### src/rtl/pal_mc_pkg.sv
package pal_mc_pkg;

   typedef enum logic [2:0] {
      MC_REG,
      MC_CIO_REGDEV,
      MC_COMB_OUT,
      MC_DED_IN,
      MC_CIO_COMBDEV,
      MC_ILLEGAL
   } mc_mode_e;

   typedef enum logic [1:0] {
      EN_PIN,
      EN_TERM,
      EN_ON,
      EN_OFF
   } en_src_e;

   typedef enum logic [1:0] {
      FB_REG,
      FB_PAD,
      FB_ADJ,
      FB_ZERO
   } fb_src_e;

   typedef struct packed {
      mc_mode_e mode;
      en_src_e  en_src;
      fb_src_e  fb_src;
      logic     drop_term;
      logic     use_reg;
   } mc_ctrl_t;

   function automatic mc_mode_e decode_mode(input logic g0, input logic g1, input logic l0);
      mc_mode_e m;
      unique case ({g0, g1, l0})
         3'b010:  m = MC_REG;
         3'b011:  m = MC_CIO_REGDEV;
         3'b100:  m = MC_COMB_OUT;
         3'b101:  m = MC_DED_IN;
         3'b111:  m = MC_CIO_COMBDEV;
         default: m = MC_ILLEGAL;
      endcase
      return m;
   endfunction

endpackage

### src/rtl/pal_mc_decode.sv
module pal_mc_decode
   import pal_mc_pkg::*;
#(
   parameter bit EDGE_CELL = 1'b0
) (
   input  logic     g0_i,
   input  logic     g1_i,
   input  logic     mode_i,
   output mc_ctrl_t ctrl_o
);

   mc_mode_e mode;
   fb_src_e  comb_out_fb;

   assign mode = decode_mode(g0_i, g1_i, mode_i);

   generate
      if (EDGE_CELL) begin : g_edge_fb
         assign comb_out_fb = FB_ADJ;
      end else begin : g_inner_fb
         assign comb_out_fb = FB_ZERO;
      end
   endgenerate

   always_comb begin
      ctrl_o.mode      = mode;
      ctrl_o.en_src    = EN_OFF;
      ctrl_o.fb_src    = FB_ZERO;
      ctrl_o.drop_term = 1'b0;
      ctrl_o.use_reg   = 1'b0;
      unique case (mode)
         MC_REG: begin
            ctrl_o.en_src  = EN_PIN;
            ctrl_o.fb_src  = FB_REG;
            ctrl_o.use_reg = 1'b1;
         end
         MC_CIO_REGDEV, MC_CIO_COMBDEV: begin
            ctrl_o.en_src    = EN_TERM;
            ctrl_o.fb_src    = FB_PAD;
            ctrl_o.drop_term = 1'b1;
         end
         MC_COMB_OUT: begin
            ctrl_o.en_src = EN_ON;
            ctrl_o.fb_src = comb_out_fb;
         end
         MC_DED_IN: begin
            ctrl_o.en_src = EN_OFF;
            ctrl_o.fb_src = FB_PAD;
         end
         default: begin
            ctrl_o.en_src = EN_OFF;
            ctrl_o.fb_src = FB_ZERO;
         end
      endcase
   end

endmodule

### src/rtl/pal_mc_sum.sv
module pal_mc_sum #(
   parameter int NUM_PT = 8
) (
   input  logic [NUM_PT-1:0] pt_i,
   input  logic              drop_term_i,
   output logic              sum_o,
   output logic              en_term_o
);

   localparam int EN_IDX   = NUM_PT - 1;
   localparam int TRUNK_W  = NUM_PT - 1;

   logic [TRUNK_W-1:0] trunk_or;

   generate
      for (genvar i = 0; i < TRUNK_W; i++) begin : g_trunk
         if (i == 0) begin : g_first
            assign trunk_or[i] = pt_i[i];
         end else begin : g_chain
            assign trunk_or[i] = trunk_or[i-1] | pt_i[i];
         end
      end
   endgenerate

   assign en_term_o = pt_i[EN_IDX];
   assign sum_o     = drop_term_i ? trunk_or[TRUNK_W-1]
                                  : (trunk_or[TRUNK_W-1] | pt_i[EN_IDX]);

endmodule

### src/rtl/pal_mc_reg.sv
module pal_mc_reg (
   input  logic clk_i,
   input  logic rst_ni,
   input  logic lvl_i,
   input  logic load_i,
   input  logic load_lvl_i,
   output logic lvl_o
);

   logic q_r;

   always_ff @(posedge clk_i or negedge rst_ni) begin
      if (!rst_ni) begin
         q_r <= 1'b0;
      end else if (load_i) begin
         q_r <= ~load_lvl_i;
      end else begin
         q_r <= ~lvl_i;
      end
   end

   assign lvl_o = ~q_r;

endmodule

### src/rtl/pal_macrocell.sv
module pal_macrocell
   import pal_mc_pkg::*;
#(
   parameter int NUM_PT    = 8,
   parameter bit EDGE_CELL = 1'b0
) (
   input  logic              clk_i,
   input  logic              rst_ni,
   input  logic [NUM_PT-1:0] pt_i,
   input  logic              oe_pin_i,
   input  logic              pad_i,
   input  logic              nbr_pad_i,
   input  logic              cfg_g0_i,
   input  logic              cfg_g1_i,
   input  logic              cfg_mode_i,
   input  logic              cfg_inv_i,
   input  logic              preload_i,
   input  logic              preload_data_i,
   output logic              pad_o,
   output logic              pad_oe_o,
   output logic              fb_o
);

   generate
      if (NUM_PT < 2) begin : g_bad_width
         $error("pal_macrocell: NUM_PT must be at least 2");
      end
   endgenerate

   mc_ctrl_t ctrl;
   logic     sum;
   logic     en_term;
   logic     comb_lvl;
   logic     reg_lvl;

   pal_mc_decode #(
      .EDGE_CELL (EDGE_CELL)
   ) u_decode (
      .g0_i   (cfg_g0_i),
      .g1_i   (cfg_g1_i),
      .mode_i (cfg_mode_i),
      .ctrl_o (ctrl)
   );

   pal_mc_sum #(
      .NUM_PT (NUM_PT)
   ) u_sum (
      .pt_i        (pt_i),
      .drop_term_i (ctrl.drop_term),
      .sum_o       (sum),
      .en_term_o   (en_term)
   );

   assign comb_lvl = sum ^ cfg_inv_i;

   pal_mc_reg u_reg (
      .clk_i      (clk_i),
      .rst_ni     (rst_ni),
      .lvl_i      (comb_lvl),
      .load_i     (preload_i),
      .load_lvl_i (preload_data_i),
      .lvl_o      (reg_lvl)
   );

   assign pad_o = ctrl.use_reg ? reg_lvl : comb_lvl;

   always_comb begin
      unique case (ctrl.en_src)
         EN_PIN:  pad_oe_o = oe_pin_i;
         EN_TERM: pad_oe_o = en_term;
         EN_ON:   pad_oe_o = 1'b1;
         default: pad_oe_o = 1'b0;
      endcase
   end

   always_comb begin
      unique case (ctrl.fb_src)
         FB_REG:  fb_o = reg_lvl;
         FB_PAD:  fb_o = pad_i;
         FB_ADJ:  fb_o = nbr_pad_i;
         default: fb_o = 1'b0;
      endcase
   end

endmodule

### config.mk
export PLATFORM = sky130hd
export DESIGN_NAME = pal_macrocell
export DESIGN_NICKNAME = d
export VERILOG_FILES = /design/src/rtl/pal_mc_pkg.sv /design/src/rtl/pal_mc_decode.sv /design/src/rtl/pal_mc_sum.sv /design/src/rtl/pal_mc_reg.sv /design/src/rtl/pal_macrocell.sv
export SDC_FILE = /design/constraint.sdc
export NUM_CORES = 1
export LEC_CHECK = 0
export CAP_MARGIN = 20
export CORE_AREA = 2 2 39 41
export CTS_BUF_LIST = sky130_fd_sc_hd__clkbuf_4 sky130_fd_sc_hd__clkbuf_8 sky130_fd_sc_hd__clkbuf_16
export CTS_CLUSTER_SIZE = 12
export DETAILED_ROUTE_END_ITERATION = 10
export DIE_AREA = 0 0 41 43
export DONT_BUFFER_PORTS = 1
export PLACE_DENSITY = 0.45
export SYNTH_ARGS = -nofsm -noshare
export SYNTH_HDL_FRONTEND = slang
export SYNTH_HIERARCHICAL = 1
export SYNTH_SLANG_ARGS = --single-unit
### constraint.sdc
create_clock -name clk_i -period 1.9 [get_ports clk_i]
set_input_delay 0 -clock clk_i [delete_from_list [all_inputs] [get_ports clk_i]]
set_output_delay 0 -clock clk_i [all_outputs]
set_load 0.1 [all_outputs]
==> results.md, run 1 <==
Logic synthesis:
- After synthesis, the cell types taking the most area are mux2i_1 (17%), dfrtp_1 (8.3%), ha_1 (8.3%).
- The adder-cell area share of the yosys netlist is 15.00%.
- In this run the cell area of the synthesized design comes to 300.3 µm².
- After synthesis the netlist holds a flip-flop and latch count of 1.
- After synthesis, the largest area contributor takes up 16.67% of total cell area.
- The post-synthesis cell count is 36.
- Yosys mapped the design onto 25 distinct sky130hd cell types.
- By area, the combinational part of the netlist is dominated by simple AND/OR/NAND/NOR gates.
- The cell accounting for the most synthesized area is mux2i_1.
- When the netlist entered floorplanning its net count stood at 58.
- Measured against the total synthesized area, the mux share comes to 20.42%.
- Of the synthesized area, sequential elements account for 8.333%.
- Summing the areas of all compound-gate instances in the mapped netlist gives 6.250% of the synthesized area.
- The simple-gate share of the synthesized area is 35.42%.
- Of the total synthesized cell area, the portion taken by XOR and XNOR cells is 5.833%.
- The mean area per synthesized cell is 8.341 µm².
- During synthesis, Yosys emitted a total of 6 warnings.

Floorplanning:
- The overall die width is 41 µm.
- The number of core rows is 14.
- The floorplan step set the die height to 43 µm.
- For this design the top-level I/O count stands at 22.
- Once the floorplan was initialized, standard cells occupied 21.70% of the core.
- The standard cell core area is 0.001384 mm².
- The die footprint is 0.001763 mm².

Setup path:
- Data on the critical path arrives at its endpoint at 1760 ps.
- The maximum fanout along the worst path is 7.
- The delay of the slowest cell on the worst path is 470 ps.
- The slowest stage cell on the critical path is or4_1.
- The critical path class is in -> out.
- Grouping stages by cell kind, the critical path spends the most delay in simple AND/OR/NAND/NOR gates.
- The endpoint required time on the critical path is 1900 ps.
- The kind of launch point of the worst setup path is an input pin.
- The critical path contains buffers and inverters numbering 2 combined.
- The endpoint class of the critical path is a primary output.
- The critical path goes through inv_2, ha_1, or4_1, o2111ai_1, nand2b_1, nand3_1, xor2_1, mux2_2, buf_12.

Finish:
- The finished layout holds 54 standard cells, fillers aside.
- The fraction of layout cells with a size suffix above 1 is 21.05%.
- The filler cell count is 157.
- The register with the most flip-flops in the final layout is u_reg/q_r.
- The multi-input gate area in the final layout is 256.5 µm².
- At the end of the flow, the number of nets in the layout was 62.
- The library cells used most frequently in the layout, excluding fill and tap cells, are mux2i_1 (5), nand2b_1 (4), nor3_1 (3).
- The repair_antennas step left the layout with diodes totalling 0.
- The flip-flop count of the largest register, all copies and words added came to 1.
- The area growth from synthesis to final layout is 17.92%.
- The register cell area after layout is 25.02 µm².
- In the final layout, the registers with the most flip-flops are u_reg/q_r: 1 flops.
- The library cell used most frequently in the layout, excluding fill and tap cells, is mux2i_1.

Global routing:
- Global routing finished with a remaining overflow of 0.
- The number of antenna violations at the first check in global routing is 0.
- The number of global-route vias before repair is 191.
- The global routing usage summed across all routing layers is 5.912%.
- The first global-routing pass estimated 793 µm of wire.
- Entering global routing, the biggest net connects 8 pins.

CTS:
- Once the clock tree was built, the setup fixing pass inserted 0 buffers.
- The clock slew at the register clock pins of the worst setup and hold paths is 0 ps.
- Gates resized during post-CTS repair numbered 0.

Power and ir drop:
- Total power for the finished layout comes to 173.5 µW.
- The worst ir drop on vdd is 174.8 µV.
- The static leakage power is 0.0001407 µW.
- The total power density per cell area is 489.9 mW/mm².

Route:
- Once detail routing completed, the nets flagged for antenna violations numbered 0.
- The first detailed-routing pass took 3 iterations.
- The per-cell via count in the routed design is 4.722.
- The wire length per cell is 10.24 µm.
- The via count is 255.
- The DRC violation total after the first TritonRoute iteration is 5.
- The wire length after detailed routing is 553 µm.
- The detailed-route DRC error count is 0.

STA:
- The final max-slew violation count came to 0.
- Of the available clock period, the critical path in the final layout requires 92.62%.
- The relative slew slack is 82.70%.
- For the final routed database, the setup TNS stands at 0 ps.
- The final count of hold timing violations is 0.
- Timing would allow up to 0.5683 GHz.
- Hold is met by 96.23 ps.
- Setup repair after global routing left no endpoint under its margin.
- For the pin with the worst max-slew slack, the measured transition is 252.3 ps.
- The final setup violation count is 0.
- After layout, the minimum clock period comes to 1760 ps.

Outcome:
- The flow ran to the end, and the final reports show no timing, DRC or antenna violations.

Placed design:
- The number of I/O port buffers is 0.
- The placer congestion estimate is 0.5991.
- Summed over all nets, the half-perimeter wirelength after detailed placement is 519.1 µm.
- Counting tap cells, the placed design contains a total of 53 instances.

Run:
- Across the run, the number of max-cap violations was 0.

Min path:
- In this run the worst hold path is classified as in -> reg.
==> power breakdown <==
group | total [µW] | leakage [µW] | switching (µW) | internal [µW]
registers | 23.7 | 0.0000117 | 0.331 | 23.3
clock network | 0 | 0 | 0 | 0
logic | 150 | 0.000129 | 100 | 49.4
==> metal layers <==
layer	routed length, µm	vias up	share of wire (%)	global-route usage [%]
li1	-	133	-	-
met1	241	108	44	9.904
met2	250	14	45	8.750
met3	61	0	11	0
met4	0	0	0	0
met5	0	-	0	0
==> area by class of cell <==
type	count	share of cell area (%)
multi-input cells	31	72.44
repair buffers	4	12.72
flip-flops and latches	1	7.067
well taps	16	5.654
inverters	2	2.120
==> through the flow <==
step                util (%)  worst slack [ps]  instance area (µm²)
floorplan                  -            -357.3                304.0
global placement       24.86             118.2                344.1
detailed placement     24.86             121.9                344.1
CTS                    25.59             118.8                354.1
global route           25.59             13.59                354.1
finish                 25.59             140.2                354.1
==> kinds of logic after synthesis <==
family,Yosys count
adder cells (fa/ha/maj),3
buffers and inverters,4
AO/OA/AOI/OAI,3
flip-flops,1
XOR/XNOR,2
multiplexers,6
AND/OR/NAND/NOR,17
==> timing repair <==
item / 4_1_cts / 5_1_grt
hold endpoints to repair: 1 / 0
hold buffers: 1 / 0
endpoints found under the setup margin: 0 / 0
==> final timing paths <==
kind	from	end	slack (ps)	cells after the start
worst min-delay path	preload_data_i	u_reg/q_r$_DFF_PN0_	100	1
min in group asynchronous	rst_ni	u_reg/q_r$_DFF_PN0_	220	1
worst max-delay path	cfg_g1_i	pad_o	140	9
max in group asynchronous	rst_ni	u_reg/q_r$_DFF_PN0_	1580	1
==> cells in the mapped netlist (all sizes together) <==
cell / n
nand4b: 1
nor2: 1
nand3b: 1
nand2: 1
nor3: 3
xor2: 1
o21ai: 1
nor2b: 1
mux2i: 5
nand3: 2
dfrtp: 1
or4: 1
ha: 2
mux2: 1
a21oi: 1
xnor2: 1
inv: 2
buf: 2
nand2b: 4
o2111ai: 1
nor4: 1
or3: 1
fa: 1
No activity file was read; power rests on OpenSTA's default activity.
==> run 2: changes to the inputs <==
--- a/config.mk
+++ b/config.mk
@@ -12,6 +12,7 @@
 export DETAILED_ROUTE_END_ITERATION = 10
 export DIE_AREA = 0 0 41 43
 export DONT_BUFFER_PORTS = 1
+export GPL_TIMING_DRIVEN = 0
 export PLACE_DENSITY = 0.45
 export SYNTH_ARGS = -nofsm -noshare
 export SYNTH_HDL_FRONTEND = slang
==> run 2 against run 1 <==
Net effect: critical path depth is the same; setup slack worse by 62 ps; worst hold slack worse by 0.50 ps; global-route usage is 0.60 points higher; power grew 2.7%; critical path type unchanged; critical endpoint unchanged; highest routed layer unchanged.
==> results.md, run 2 (synthesis results as in run 1) <==
Placed design:
- The number of cells after detailed placement is 52 (was 53).
- The number of I/O port buffers is 0 (unchanged).
- The worst slack at placement is -111.0 ps (was 121.9 ps).
- The total half-perimeter wirelength after legalization and detailed placement is 509.8 µm (was 519.1 µm).
- The placer congestion estimate is 0.6143 (was 0.5991).

Finish:
- The flip-flop count of the largest register, all copies and words added is 1 (unchanged).
- The total inserted antenna cells was 0 (unchanged).
- Top Registers: u_reg/q_r: 1 flops (unchanged).
- The number of nets in the layout is 62 (unchanged).
- The fraction of layout cells with a size suffix above 1 came to 28.95% (was 21.05%).
- Most used cells in the layout excluding fill and tap cells: mux2i_1 (5), nand2b_1 (3), nor3_1 (3), nand3_1 (2), buf_4 (2) (was mux2i_1 (5), nand2b_1 (4), nor3_1 (3)).
- The largest register by flop count is u_reg/q_r (unchanged).
- The most common cell after layout, fill and taps aside is mux2i_1 (unchanged).
- The final instance count without filler cells is 54 (unchanged).
- The area growth from synthesis to final layout is 28.75% (was 17.92%).
- The post-layout utilization of the core is 27.94% (was 25.59%).

STA:
- RSZ-0062 raised after global routing: false (unchanged).
- The worst path setup slack after routing is 77.80 ps (was 140.2 ps).
- The post-route minimum period is 1822 ps (was 1760 ps).
- The pin slew with the least headroom to its limit is 698.8 ps (was 252.3 ps).
- The final count of hold timing violations came to 0 (unchanged).
- The final max-slew violation count was 0 (unchanged).
- The relative slew slack is 53.24% (was 82.70%).
- The final clock period utilization by the worst path is 95.91% (was 92.62%).
- The final setup violation count is 0 (unchanged).
- The maximum clock frequency was 0.5488 GHz (was 0.5683 GHz).

Route:
- The via count came to 260 (was 255).
- The wire length after detailed routing is 562 µm (was 553 µm).
- The residual antenna-violating net count after detailed routing is 0 (unchanged).
- The DRC violation total after the first TritonRoute iteration came to 0 (was 5).
- The total iterations of the first detailed-routing run was 1 (was 3).
- The wire length per cell is 10.41 µm (was 10.24 µm).
- The per-cell via count in the routed design is 4.815 (was 4.722).
- The detailed-route DRC error count came to 0 (unchanged).

Min path:
- The number of cells on the worst hold path came to 1 (unchanged).
- The beginning of the worst hold path is preload_data_i (unchanged).
- The path category of the worst min-delay check is in -> reg (unchanged).
- The hold path endpoint is u_reg/q_r$_DFF_PN0_ (unchanged).

Setup path:
- The signal arrival time at the worst endpoint is 1820 ps (was 1760 ps).
- The maximum fanout along the worst path came to 7 (unchanged).
- The endpoint class of the critical path was a primary output (unchanged).
- The delay of the slowest cell on the worst path came to 460 ps (was 470 ps).
- The critical path class was in -> out (unchanged).
- The buffering stage count on the worst path with inverters included came to 2 (unchanged).
- Sequence of cells on the critical path: buf_6, inv_2, ha_4, or4_1, o2111ai_1, nand2b_4, nand3_1, xor2_1, mux2_4 (was inv_2, ha_1, or4_1, o2111ai_1, nand2b_1, nand3_1, xor2_1, mux2_2, buf_12).
- The endpoint required time on the critical path is 1900 ps (about the same).
- The kind of launch point of the worst setup path is an input pin (unchanged).
- The gate family responsible for the most delay along the worst path is simple AND/OR/NAND/NOR gates (unchanged).
- The slowest stage cell on the critical path is or4_1 (unchanged).

Floorplanning:
- The overall die width came to 41 µm (unchanged).
- The I/O pin total was 22 (unchanged).
- The standard cell core area is 0.001384 mm² (unchanged).
- The die extent in y is 43 µm (unchanged).
- The effective utilization at floorplan was 21.70% (unchanged).
- The die footprint is 0.001763 mm² (unchanged).
- The number of core rows came to 14 (unchanged).

Power and ir drop:
- The worst ir drop on vdd is 232.1 µV (was 174.8 µV).
- The net switching fraction of the power is 59.91% (was 58.08%).
- The relative contribution of sequential cells to total power is 13.3% (was 13.6%).
- The clock network fraction of total power is 0% (about the same).
- The total power density per cell area is 460.9 mW/mm² (was 489.9 mW/mm²).
- The switching power was 106.8 µW (was 100.7 µW).
- The share of power burned in combinational logic came to 86.7% (was 86.4%).
- The internal power summed over all cells is 71.44 µW (was 72.71 µW).
- The static leakage power is 0.0001447 µW (was 0.0001407 µW).

Global routing:
- The global routing usage summed across all routing layers is 6.513% (was 5.912%).
- The global route total overflow came to 0 (unchanged).
- The maximum number of pins on one net before global-route repair was 8 (unchanged).
- The wire length of the first global-routing pass is 855 µm (was 793 µm).
- The number of global-route vias before repair is 205 (was 191).
- The number of antenna violations at the first check in global routing was 0 (unchanged).

Run:
- The max capacitance violation total is 0 (unchanged).

Outcome:
- Status: completed (unchanged).

CTS:
- The clock slew at the register clock pins of the worst setup and hold paths is 0 ps (about the same).
## run 2: routing by layer
layer  up-vias  track usage, %  wire length, µm
li1        134               -                -
met1       112           8.946              239
met3         0           1.047               67
met2        14           10.94              255
met4         0               0                0
met5         -               0                0
## run 2: timing repair
action | in CTS | in global routing
setup buffers | 0 | 1
pin swaps | 0 | 1
hold buffers | 1 | 0
gates resized for setup | 3 | 3
endpoints found under the hold margin | 1 | 0
endpoints found under the setup margin | 3 | 1
## run 2: final cells by class
| cell class | count | area, µm² |
|---|---|---|
| fill | 150 | 997.2 |
| multi-input combinational | 31 | 297.8 |
| sequential | 1 | 25.02 |
| tap | 16 | 20.02 |
| buffer | 2 | 18.77 |
| timing repair buffer | 2 | 17.52 |
| inverter | 2 | 7.507 |
## run 2: power groups by stage
stage          Clock, µW  Combinational, µW  Sequential, µW
5_1_grt                0                164            23.8
6_report               0                155            23.7
4_1_cts                0                148            23.7
3_5_place_dp           0                136            23.7
2_1_floorplan          0                124            23.6
3_3_place_gp           0                133            23.7
## run 2: stage by stage
| stage | setup TNS (ps) | area (µm²) | hold slack, ps | power (µW) |
|---|---|---|---|---|
| detailed placement | -241.0 | 327.8 | -295.6 | 159.6 |
| finish | 0 | 386.6 | 95.72 | 178.2 |
| floorplan | -357.3 | 304.0 | -295.6 | 148.1 |
| CTS | 0 | 356.6 | 97.65 | 171.9 |
| global placement | -738.1 | 324.1 | -295.6 | 156.7 |
| global route | 0 | 386.6 | 99.57 | 187.7 |
## run 2: worst max path at each step
stage                          start  endpoint  slack (ps)  depth (start not counted)
after floorplan           cfg_mode_i      fb_o        -360                          6
after global placement    cfg_mode_i      fb_o        -530                          6
after detailed placement    cfg_g1_i     pad_o        -110                          9
after CTS                   cfg_g1_i     pad_o          20                          9
after global routing        cfg_g1_i     pad_o           5                          9
final                       cfg_g1_i     pad_o          80                          9
==> run 3: changes to the inputs <==
--- a/config.mk
+++ b/config.mk
@@ -14,6 +14,8 @@
 export DONT_BUFFER_PORTS = 1
 export GPL_TIMING_DRIVEN = 0
 export PLACE_DENSITY = 0.45
+export REMOVE_ABC_BUFFERS = 1
+export SLEW_MARGIN = 10
 export SYNTH_ARGS = -nofsm -noshare
 export SYNTH_HDL_FRONTEND = slang
 export SYNTH_HIERARCHICAL = 1
==> constraint.sdc (replaced) <==
create_clock -name clk_i -period 2.3 [get_ports clk_i]
set_input_delay 0 -clock clk_i [delete_from_list [all_inputs] [get_ports clk_i]]
set_output_delay 0 -clock clk_i [all_outputs]
set_load 0.1 [all_outputs]
==> run 3 against run 2 <==
Net effect: sequential share of layout area up 1.4 points; critical path depth down 3; flip-flop and latch count unchanged; combinational power down 31%; sequential power down 17%; cell area down 17%; core utilization down 4.9 points; worst hold slack better by 2.9 ps; die area unchanged; via count down 3.5%; largest power group unchanged; highest routed layer unchanged.
==> results.md, run 3 (synthesis results as in run 1) <==
Global routing:
- The global routing usage summed across all routing layers was 6.012% (was 6.513%).
- The wire length of the first global-routing pass came to 800 µm (was 855 µm).
- The maximum number of pins on one net before global-route repair was 8 (unchanged).
- The global route total overflow is 0 (unchanged).
- The number of global-route vias before repair was 210 (was 205).
- The number of antenna violations at the first check in global routing is 0 (unchanged).

Floorplanning:
- The die extent in y is 43 µm (unchanged).
- The effective utilization at floorplan came to 21.70% (unchanged).
- The overall die width was 41 µm (unchanged).
- The standard cell core area was 0.001384 mm² (unchanged).
- The die footprint is 0.001763 mm² (unchanged).
- The number of core rows is 14 (unchanged).
- The I/O pin total is 22 (unchanged).

Finish:
- The area growth from synthesis to final layout came to 6.250% (was 28.75%).
- The flip-flop count of the largest register, all copies and words added came to 1 (unchanged).
- The largest register by flop count is u_reg/q_r (unchanged).
- The multi-input gate area in the final layout was 256.5 µm² (was 297.8 µm²).
- The fraction of layout cells with a size suffix above 1 was 14.29% (was 28.95%).
- The register cell area after layout is 25.02 µm² (unchanged).
- The final instance count without filler cells is 51 (was 54).
- The most common cell after layout, fill and taps aside is mux2i_1 (unchanged).
- Top Registers: u_reg/q_r: 1 flops (unchanged).
- The number of nets in the layout came to 59 (was 62).
- The filler cell count is 158 (was 150).
- The total inserted antenna cells is 0 (unchanged).
- The post-layout utilization of the core is 23.06% (was 27.94%).
- Most used cells in the layout excluding fill and tap cells: mux2i_1 (5), nand2b_1 (4), nor3_1 (3), nand3_1 (2), ha_1 (2) (was mux2i_1 (5), nand2b_1 (3), nor3_1 (3), nand3_1 (2), buf_4 (2)).

STA:
- The final count of hold timing violations was 0 (unchanged).
- The final clock period utilization by the worst path is 86.14%.
- RSZ-0062 raised after global routing: false (unchanged).
- The worst path setup slack after routing is 318.8 ps (was 77.80 ps).
- The final setup violation count is 0 (unchanged).
- The relative slew slack is 21.66% (was 53.24%).
- The pin slew with the least headroom to its limit is 1176 ps (was 698.8 ps).
- The final max-slew violation count was 0 (unchanged).
- The post-route worst hold slack is 98.64 ps (was 95.72 ps).
- For this run, the top clock speed supported by timing is 0.5047 GHz.
- The post-route minimum period is 1981 ps.

Placed design:
- The number of cells after detailed placement is 50 (was 52).
- The placer congestion estimate is 0.6156 (was 0.6143).
- The total half-perimeter wirelength after legalization and detailed placement was 481.6 µm (was 509.8 µm).
- The number of I/O port buffers is 0 (unchanged).
- The worst slack at placement was 327.1 ps (was -111.0 ps).

Power and ir drop:
- The internal power summed over all cells came to 46.14 µW (was 71.44 µW).
- The clock network fraction of total power was 0% (about the same).
- The share of power burned in combinational logic is 84.6% (was 86.7%).
- The worst ir drop on vdd is 188.5 µV (was 232.1 µV).
- The static leakage power is 0.0001213 µW (was 0.0001447 µW).
- The power after layout is 126.8 µW (was 178.2 µW).
- The relative contribution of sequential cells to total power is 15.4% (was 13.3%).
- The switching power is 80.70 µW (was 106.8 µW).
- The total power density per cell area came to 397.6 mW/mm² (was 460.9 mW/mm²).
- The net switching fraction of the power is 63.62% (was 59.91%).

Route:
- The wire length per cell is 10.08 µm (was 10.41 µm).
- The residual antenna-violating net count after detailed routing is 0 (unchanged).
- The total iterations of the first detailed-routing run is 3 (was 1).
- The wire length after detailed routing was 514 µm (was 562 µm).
- The per-cell via count in the routed design is 4.922 (was 4.815).
- The via count is 251 (was 260).
- The detailed-route DRC error count was 0 (unchanged).
- The DRC violation total after the first TritonRoute iteration is 1 (was 0).

Setup path:
- The kind of launch point of the worst setup path was an input pin (unchanged).
- In this design, the critical path's most frequently occurring cell is nand2b_1.
- The gate family responsible for the most delay along the worst path is compound AO/OA/AOI/OAI gates (was simple AND/OR/NAND/NOR gates).
- The delay of the slowest cell on the worst path is 930 ps (was 460 ps).
- The signal arrival time at the worst endpoint is 1980 ps (was 1820 ps).
- The critical path class is in -> out (unchanged).
- The endpoint class of the critical path is a primary output (unchanged).
- The maximum fanout along the worst path is 4 (was 7).
- Sequence of cells on the critical path: xnor2_1, mux2i_1, fa_1, nand2b_1, nand2b_1, a21oi_2 (was buf_6, inv_2, ha_4, or4_1, o2111ai_1, nand2b_4, nand3_1, xor2_1, mux2_4).
- The endpoint required time on the critical path is 2300 ps (was 1900 ps).
- The buffering stage count on the worst path with inverters included is 0 (was 2).
- The slowest stage cell on the critical path is a21oi_2 (was or4_1).

CTS:
- The buffers inserted during post-CTS setup optimization is 0 (unchanged).
- The clock slew at the register clock pins of the worst setup and hold paths came to 0 ps (about the same).

Outcome:
- Status: completed (unchanged).

Min path:
- The path category of the worst min-delay check is in -> reg (unchanged).

Run:
- The max capacitance violation total is 0 (unchanged).
## run 3: what timing repair did
| action | CTS | global route |
|---|---|---|
| hold buffers | 1 | 0 |
| endpoints found under the hold margin | 1 | 0 |
| gates resized for setup | 0 | 0 |
## run 3: layout make-up
| class | instances | share of cell area (%) |
|---|---|---|
| inverters | 2 | 2.353 |
| multi-input cells | 31 | 80.39 |
| flip-flops and latches | 1 | 7.843 |
| well taps | 16 | 6.275 |
| repair buffers | 1 | 3.137 |
## run 3: through the flow
| stage | area, µm² | TNS, ps |
|---|---|---|
| global route | 319.1 | 0 |
| finish | 319.1 | 0 |
| detailed placement | 309.0 | 0 |
| CTS | 319.1 | 0 |
| floorplan | 281.5 | -851.2 |
| global placement | 301.5 | -1170 |
## run 3: worst paths after layout
path                                start                   to  slack [ps]  cells after the start
max in group asynchronous          rst_ni  u_reg/q_r$_DFF_PN0_        1970                      1
setup / recovery               cfg_mode_i             pad_oe_o         320                      6
min in group asynchronous          rst_ni  u_reg/q_r$_DFF_PN0_         220                      1
hold / removal             preload_data_i  u_reg/q_r$_DFF_PN0_         100                      1
## run 3: per-layer routing
layer | track usage [%] | vias up | wire length [µm]
li1 | - | 128 | -
met1 | 8.307 | 107 | 212
met5 | 0 | - | 0
met4 | 0 | 0 | 0
met3 | 0 | 0 | 73
met2 | 10.63 | 16 | 229
## run 3: power by group through the flow
stage               combinational, µW  sequential (µW)  clock (µW)
floorplan                        96.1             19.5           0
global placement                  103             19.5           0
detailed placement                107             19.6           0
CTS                               108             19.5           0
global route                      115             19.7           0
finish                            107             19.6           0
